## config.mk

```make
export PLATFORM = sky130hd
export DESIGN_NAME = spi_fifo_irq_unit
export DESIGN_NICKNAME = d
export VERILOG_FILES = /design/src/rtl/spfi_pkg.sv /design/src/rtl/spfi_fifo.sv /design/src/rtl/spfi_irq.sv /design/src/rtl/spi_fifo_irq_unit.sv
export SDC_FILE = /design/constraint.sdc
export NUM_CORES = 1
export LEC_CHECK = 0
export BUFFER_PORTS_ARGS = -buffer_cell sky130_fd_sc_hd__clkbuf_2
export CAP_MARGIN = 30
export CORE_ASPECT_RATIO = 0.8
export CORE_UTILIZATION = 45
export CTS_CLUSTER_DIAMETER = 120
export DETAILED_ROUTE_END_ITERATION = 8
export GPL_TIMING_DRIVEN = 0
export HOLD_SLACK_MARGIN = 0.06
export PLACE_DENSITY = 0.71
export SYNTH_ARGS = -nofsm -noshare
export SYNTH_HDL_FRONTEND = slang
export SYNTH_HIERARCHICAL = 1
export SYNTH_SLANG_ARGS = --single-unit
```

## constraint.sdc

```tcl
create_clock -name clk -period 5.85 [get_ports clk]
set_clock_uncertainty 0.1 [all_clocks]
set_input_delay 0.2925 -clock clk [delete_from_list [all_inputs] [get_ports clk]]
set_output_delay 0.2925 -clock clk [all_outputs]
set_load 0.02 [all_outputs]
```

## src/rtl/spfi_pkg.sv

```systemverilog
package spfi_pkg;
   localparam int ADDR_W = 4;
   localparam int ST_W   = 5;
   localparam int IRQ_W  = 5;

   localparam logic [ADDR_W-1:0] ADR_ENABLE = 4'd0;
   localparam logic [ADDR_W-1:0] ADR_TXDATA = 4'd1;
   localparam logic [ADDR_W-1:0] ADR_RXDATA = 4'd2;
   localparam logic [ADDR_W-1:0] ADR_TXTHR  = 4'd3;
   localparam logic [ADDR_W-1:0] ADR_RXTHR  = 4'd4;
   localparam logic [ADDR_W-1:0] ADR_IMASK  = 4'd5;
   localparam logic [ADDR_W-1:0] ADR_ICLR   = 4'd6;
   localparam logic [ADDR_W-1:0] ADR_DMACTL = 4'd7;
   localparam logic [ADDR_W-1:0] ADR_TXDLVL = 4'd8;
   localparam logic [ADDR_W-1:0] ADR_RXDLVL = 4'd9;

   localparam int ST_BUSY   = 0;
   localparam int ST_TXFULL = 1;
   localparam int ST_TXEMPT = 2;
   localparam int ST_RXEMPT = 3;
   localparam int ST_RXFULL = 4;

   localparam int IRQ_TXEMPT = 0;
   localparam int IRQ_TXOVF  = 1;
   localparam int IRQ_RXUDF  = 2;
   localparam int IRQ_RXOVF  = 3;
   localparam int IRQ_RXTHR  = 4;

   localparam int CLR_ALL   = 0;
   localparam int CLR_RXUDF = 1;
   localparam int CLR_RXOVF = 2;
   localparam int CLR_TXOVF = 3;

   localparam int DMA_RX = 0;
   localparam int DMA_TX = 1;
endpackage

```

## src/rtl/spfi_fifo.sv

```systemverilog
module spfi_fifo #(
   parameter int DEPTH = 32,
   parameter int DW    = 16
) (
   input  logic                       clk,
   input  logic                       rst_n,
   input  logic                       flush,
   input  logic                       push,
   input  logic                       pop,
   input  logic [DW-1:0]              din,
   output logic [DW-1:0]              dout,
   output logic [$clog2(DEPTH):0]     level,
   output logic                       full,
   output logic                       empty
);
   localparam int PW = $clog2(DEPTH);
   localparam int LW = PW + 1;

   if ((1 << PW) != DEPTH) begin : g_depth_not_pow2
      $error("spfi_fifo: DEPTH must be a power of two");
   end

   logic [DW-1:0] mem [DEPTH];
   logic [PW-1:0] wr_ptr, rd_ptr;
   logic [LW-1:0] cnt;
   logic          push_ok, pop_ok;

   assign full    = (cnt == LW'(DEPTH));
   assign empty   = (cnt == '0);
   assign push_ok = push & ~full;
   assign pop_ok  = pop & ~empty;
   assign level   = cnt;
   assign dout    = empty ? '0 : mem[rd_ptr];

   always_ff @(posedge clk) begin
      if (!rst_n || flush) begin
         wr_ptr <= '0;
         rd_ptr <= '0;
         cnt    <= '0;
      end else begin
         if (push_ok) wr_ptr <= wr_ptr + 1'b1;
         if (pop_ok)  rd_ptr <= rd_ptr + 1'b1;
         cnt <= cnt + LW'(push_ok) - LW'(pop_ok);
      end
   end

   always_ff @(posedge clk) begin
      if (push_ok && !flush) mem[wr_ptr] <= din;
   end
endmodule

```

## src/rtl/spfi_irq.sv

```systemverilog
module spfi_irq
   import spfi_pkg::*;
(
   input  logic             clk,
   input  logic             rst_n,
   input  logic             ev_txovf,
   input  logic             ev_rxudf,
   input  logic             ev_rxovf,
   input  logic             clr_wr,
   input  logic [3:0]       clr_bits,
   input  logic             lvl_txempt,
   input  logic             lvl_rxthr,
   input  logic [IRQ_W-1:0] mask,
   output logic [IRQ_W-1:0] raw,
   output logic [IRQ_W-1:0] masked,
   output logic             irq
);
   logic txovf_q, rxudf_q, rxovf_q;
   logic clr_all, clr_txovf, clr_rxudf, clr_rxovf;

   assign clr_all   = clr_wr & clr_bits[CLR_ALL];
   assign clr_txovf = clr_all | (clr_wr & clr_bits[CLR_TXOVF]);
   assign clr_rxudf = clr_all | (clr_wr & clr_bits[CLR_RXUDF]);
   assign clr_rxovf = clr_all | (clr_wr & clr_bits[CLR_RXOVF]);

   // a new event outranks a clear arriving in the same cycle
   always_ff @(posedge clk) begin
      if (!rst_n) begin
         txovf_q <= 1'b0;
         rxudf_q <= 1'b0;
         rxovf_q <= 1'b0;
      end else begin
         txovf_q <= ev_txovf | (txovf_q & ~clr_txovf);
         rxudf_q <= ev_rxudf | (rxudf_q & ~clr_rxudf);
         rxovf_q <= ev_rxovf | (rxovf_q & ~clr_rxovf);
      end
   end

   always_comb begin
      raw             = '0;
      raw[IRQ_TXEMPT] = lvl_txempt;
      raw[IRQ_TXOVF]  = txovf_q;
      raw[IRQ_RXUDF]  = rxudf_q;
      raw[IRQ_RXOVF]  = rxovf_q;
      raw[IRQ_RXTHR]  = lvl_rxthr;
   end

   for (genvar i = 0; i < IRQ_W; i++) begin : g_mask
      assign masked[i] = raw[i] & mask[i];
   end

   assign irq = |masked;
endmodule

```

## src/rtl/spi_fifo_irq_unit.sv

```systemverilog
module spi_fifo_irq_unit
   import spfi_pkg::*;
#(
   parameter int DEPTH  = 32,
   parameter int DATA_W = 16
) (
   input  logic                    clk,
   input  logic                    rst_n,
   input  logic                    reg_wr,
   input  logic                    reg_rd,
   input  logic [ADDR_W-1:0]       reg_addr,
   input  logic [DATA_W-1:0]       reg_wdata,
   output logic [DATA_W-1:0]       reg_rdata,
   input  logic                    eng_tx_pop,
   output logic [DATA_W-1:0]       eng_tx_word,
   input  logic                    eng_rx_push,
   input  logic [DATA_W-1:0]       eng_rx_word,
   input  logic                    eng_busy,
   output logic [$clog2(DEPTH):0]  tx_level,
   output logic [$clog2(DEPTH):0]  rx_level,
   output logic [ST_W-1:0]         status,
   output logic [IRQ_W-1:0]        raw_int,
   output logic [IRQ_W-1:0]        masked_int,
   output logic                    irq,
   output logic                    tx_dma_req,
   output logic                    rx_dma_req
);
   localparam int PW = $clog2(DEPTH);
   localparam int LW = PW + 1;

   if (!(DEPTH == 32 || DEPTH == 64)) begin : g_bad_depth
      $error("spi_fifo_irq_unit: DEPTH must be 32 or 64");
   end
   if (DATA_W < PW || DATA_W < IRQ_W) begin : g_bad_width
      $error("spi_fifo_irq_unit: DATA_W too narrow for the control fields");
   end

   // configuration state
   logic          en_q;
   logic [PW-1:0] tx_thr_q, rx_thr_q, txd_lvl_q, rxd_lvl_q;
   logic [IRQ_W-1:0] mask_q;
   logic [1:0]    dmactl_q;

   logic wr_en, wr_txd, wr_clr, rd_rxd;
   logic en_d, flush;

   assign wr_en  = reg_wr && (reg_addr == ADR_ENABLE);
   assign wr_txd = reg_wr && (reg_addr == ADR_TXDATA);
   assign wr_clr = reg_wr && (reg_addr == ADR_ICLR);
   assign rd_rxd = reg_rd && (reg_addr == ADR_RXDATA);
   assign en_d   = wr_en ? reg_wdata[0] : en_q;
   assign flush  = ~en_d;

   always_ff @(posedge clk) begin
      if (!rst_n) begin
         en_q      <= 1'b0;
         tx_thr_q  <= '0;
         rx_thr_q  <= '0;
         txd_lvl_q <= '0;
         rxd_lvl_q <= '0;
         mask_q    <= '0;
         dmactl_q  <= '0;
      end else begin
         en_q <= en_d;
         if (reg_wr && reg_addr == ADR_IMASK)  mask_q   <= reg_wdata[IRQ_W-1:0];
         if (reg_wr && reg_addr == ADR_DMACTL) dmactl_q <= reg_wdata[1:0];
         if (reg_wr && !en_q) begin
            if (reg_addr == ADR_TXTHR)  tx_thr_q  <= reg_wdata[PW-1:0];
            if (reg_addr == ADR_RXTHR)  rx_thr_q  <= reg_wdata[PW-1:0];
            if (reg_addr == ADR_TXDLVL) txd_lvl_q <= reg_wdata[PW-1:0];
            if (reg_addr == ADR_RXDLVL) rxd_lvl_q <= reg_wdata[PW-1:0];
         end
      end
   end

   // FIFOs
   logic tx_full, tx_empty, rx_full, rx_empty;
   logic tx_push, tx_pop, rx_push, rx_pop;
   logic [DATA_W-1:0] rx_head;

   assign tx_push = en_q & wr_txd;
   assign tx_pop  = en_q & eng_tx_pop;
   assign rx_push = en_q & eng_rx_push;
   assign rx_pop  = en_q & rd_rxd;

   spfi_fifo #(.DEPTH(DEPTH), .DW(DATA_W)) u_txq (
      .clk   (clk),
      .rst_n (rst_n),
      .flush (flush),
      .push  (tx_push),
      .pop   (tx_pop),
      .din   (reg_wdata),
      .dout  (eng_tx_word),
      .level (tx_level),
      .full  (tx_full),
      .empty (tx_empty)
   );

   spfi_fifo #(.DEPTH(DEPTH), .DW(DATA_W)) u_rxq (
      .clk   (clk),
      .rst_n (rst_n),
      .flush (flush),
      .push  (rx_push),
      .pop   (rx_pop),
      .din   (eng_rx_word),
      .dout  (rx_head),
      .level (rx_level),
      .full  (rx_full),
      .empty (rx_empty)
   );

   assign reg_rdata = (rx_pop && !rx_empty) ? rx_head : '0;

   // status word
   always_comb begin
      status            = '0;
      status[ST_BUSY]   = en_q & eng_busy;
      status[ST_TXFULL] = tx_full;
      status[ST_TXEMPT] = tx_empty;
      status[ST_RXEMPT] = rx_empty;
      status[ST_RXFULL] = rx_full;
   end

   // interrupts
   logic lvl_txempt, lvl_rxthr;
   assign lvl_txempt = en_q & (tx_level <= {1'b0, tx_thr_q});
   assign lvl_rxthr  = en_q & (rx_level >  {1'b0, rx_thr_q});

   spfi_irq u_irq (
      .clk        (clk),
      .rst_n      (rst_n),
      .ev_txovf   (tx_push & tx_full),
      .ev_rxudf   (rx_pop & rx_empty),
      .ev_rxovf   (rx_push & rx_full),
      .clr_wr     (wr_clr),
      .clr_bits   (reg_wdata[3:0]),
      .lvl_txempt (lvl_txempt),
      .lvl_rxthr  (lvl_rxthr),
      .mask       (mask_q),
      .raw        (raw_int),
      .masked     (masked_int),
      .irq        (irq)
   );

   // DMA requests
   assign tx_dma_req = en_q & dmactl_q[DMA_TX] & (tx_level <= LW'(txd_lvl_q));
   assign rx_dma_req = en_q & dmactl_q[DMA_RX] & (rx_level >  LW'(rxd_lvl_q));
endmodule

```

==> impl_results.md <==
- Inserted Clock Buffers: 102
- Adder-Cell Fraction of Synth Area: about 1.5%
- # rows: roughly 100
- Vias in the first global route: 22200
- Crit Path Class: register to primary output
- Clock insertion delay at the later pin of the skew report: 680 ps
- Final Hold Vio Count: 0
- Worst-margin pin slew: 1020 ps
- # clock sinks: between 1000 and 1500
- Multi-input gate area in the final layout: 0.0106 sq mm
- Final period util: 73.6%
- Ranking of synthesized cells by area: edfxtp_1 (71%), mux4_2 (13%), dfxtp_1 (3.4%)
- Peak VDD IR: between 200 and 300 uV
- EDFF count, synth: 1024
- Crit-path max FO: 10
- Non-Filler Instances: 3753
- Num ports: 105
- Slew HR: 32.1%
- Synth Area in XOR/XNOR: 0.362%
- Syn_nets: around 2200
- Width of the die: 350 um
- Post-Syn Area: 0.0436 sq mm
- Pleak: 15.8 nW
- Largest family of logic cells by synthesized area: multiplexers
- Drt wl/cell: 27.4 um
- Drt drc: 0
- Layout cells sized above 1: 29.7%
- CP Capture Type: primary output
- Cell taking the most area after synthesis: edfxtp_1
- Post-synth top area share: between 70% and 80%
- GRT overflow: 0
- # setup viols final: 0
- Most numerous cell in the Yosys netlist: edfxtp_1
- Cell Pwr Density: 307 mW/mm^2
- Mux share of post-synthesis cell area: 16.3%
- Post-Route WL: 103 mm
- Hpwl dp: 66.7 mm
- Hold Path Class: primary input to register
- Status: completed
- 1st-pass router iterations: 6
- Ys async rst share: 0%
- Htree depth: 3
- F_max: 232 MHz
- 1st-iter DRT viols: between 2000 and 3000
- Max Cap Viol: 0
- Synth-to-layout area growth: 15.2%
- Filler cell count: approximately 7000
- Overall routing resource usage: 21.2%
- Synth Area per Inst: about 21 sq um
- Register area share after synthesis: 74.0%
- # placed instances: 3543
- PortBufs: 104
- Initial Util: 45.6%
- Post-layout net count: 2471
- CTS tree: built
- CTS clk-pin slew, worst paths: 60 ps
- Core ar.: 0.0954 sq mm
- Prevailing post-synth register cell: edfxtp_1
- First-pass GRT wire length: 150 mm
- Register area: 0.0322 sq mm
- GPL Wtd Cong: 0.861
- Crit start category: register
- Synth Register Bits: 1097
- Die ar.: around 0.098 sq mm
- Post-synthesis compound-gate area fraction: 2.36%
- Pin count of the biggest net entering global routing: 42
- Synth warn: 6
- Initial antenna violation count: 7
- Req. time, crit path: 5460 ps
- RSZ-0062 raised after global routing: no
- Chip height: between 200 and 300 um
- Synth cell types: 56
- Clock Tree Root: clkbuf_16
- Crit path DAT: 3920 ps
- Post-DRT Antenna Nets: 0
- Vias: around 22000
- Simple-gate share of the synthesized area: 3.45%
- Synth top cells by count: edfxtp_1 (1024), mux4_2 (256), nor2_1 (94), inv_1 (85), dfxtp_1 (73)
- Final min period: ~4300 ps
- Vias/cell: 5.89
- Max-slew violations: 0
- Setup TNS: 0 ps
- Clk buf depth: 3
- Synth Instances: 2100
-- power by group --
part	switching [W]	leakage [nW]	internal [W]
Clock	0.00290	1.65	0.00379
Sequential	0.00000153	9.79	0.00857
Combinational	0.000148	4.32	0.0000284
-- layout make-up --
type | count | area share (%)
flip-flops and latches | 1097 | 64.2
multi-input cells | 812 | 21.1
clock buffers | 116 | 5.23
well taps | 1287 | 3.21
repair buffers | 174 | 2.90
clock inverters | 74 | 1.54
plain buffers | 106 | 1.22
inverters | 85 | 0.636
diodes | 2 | 0.00997
-- layer usage --
layer | global-route usage [%] | share of wire [%]
met4 | 5.94 | 2.6
met3 | 3.88 | 9.5
met5 | 0 | 0
met1 | 29.8 | 40
met2 | 34.0 | 48
-- cells by family after synthesis --
family | count (synthesis)
AO/OA/AOI/OAI | 120
XOR/XNOR | 18
adder cells (fa/ha/maj) | 50
buffers and inverters | 191
flip-flops | 1097
multiplexers | 336
AND/OR/NAND/NOR | 288
-- stage by stage --
step	cell area [sq um]	power, W	setup slack (ps)	util (%)	hold WS [ps]
2_1_floorplan	43600	0.00876	2920	-	291
3_3_place_gp	45700	0.00890	1450	47.9	358
3_5_place_dp	46600	0.00891	1580	48.8	368
4_1_cts	50100	0.0155	1620	52.5	161
5_1_grt	50200	0.0158	1360	52.6	70.1
6_report	50200	0.0154	1540	52.6	28.4
-- worst max-delay path, stage by stage, from the launching register on --
cell	delay, ps
dfxtp_1	360
clkbuf_1	460
nor2b_1	340
nand2_1	170
clkbuf_1	480
o221ai_1	430
a221oi_1	590
and2_1	220
clkbuf_2	180
-- path summary, 6_finish.rpt --
path           startpoint                end  slack [ps]  cells after the start
min          reg_wdata[3]       txd_lvl_q[3]          30                      3
min reg2reg  txd_lvl_q[3]       txd_lvl_q[3]         380                      2
max              register       reg_rdata[5]        1540                      8
max reg2reg          en_q  u_txq/mem[23][10]        1600                      6
-- cells in the final DEF (no fill, tap or decap), drive strengths merged, types with 3 or more instances in the layout --
cell         synthesis  routed
a21oi               12      12
or3b                 4       4
nand4                4       4
o21a                 7       7
a221oi              32      32
clkinvlp             0       8
buf                 73     129
nor3                10      10
nand3               33      33
clkinv               0      49
clkbuf              33     253
xnor2                6       6
mux4               288     288
nor4                 3       3
mux2i               48      48
nand2               46      46
ha                  48      48
bufinv               0      12
dfxtp               73      73
nand3b               5       5
a21boi               3       3
and2                32      32
or3                  4       4
a21o                 3       3
nor3b                3       3
nor2b               25      25
and3                 4       4
nand2b               9       9
dlygate4sd3          0      14
o221ai              32      32
o211ai               4       4
xor2                12      12
o21ai               20      20
a31oi                3       3
edfxtp            1024    1024
and4b                4       4
nor2                94      94
inv                 85      90
-- flip-flops by register name, indices dropped and copies added, names as in the netlist, 5 cells and up, named ones only --
| name | flops |
|---|---|
| rxd_lvl_q | 5 |
| rx_thr_q | 5 |
| u_txq/wr_ptr | 5 |
| u_rxq/wr_ptr | 5 |
| u_rxq/mem | 512 |
| u_txq/mem | 512 |
| tx_thr_q | 5 |
| mask_q | 5 |
| u_rxq/rd_ptr | 5 |
| u_txq/rd_ptr | 5 |
| u_txq/level | 6 |
| u_rxq/level | 6 |
| txd_lvl_q | 5 |
-- timing repair --
action / CTS / global route
resized for setup: 0 / 0
hold endpoints to repair: 25 / 36
hold buffers: 13 / 1
setup buffers: 0 / 0
(Power assumes the default switching activity.)
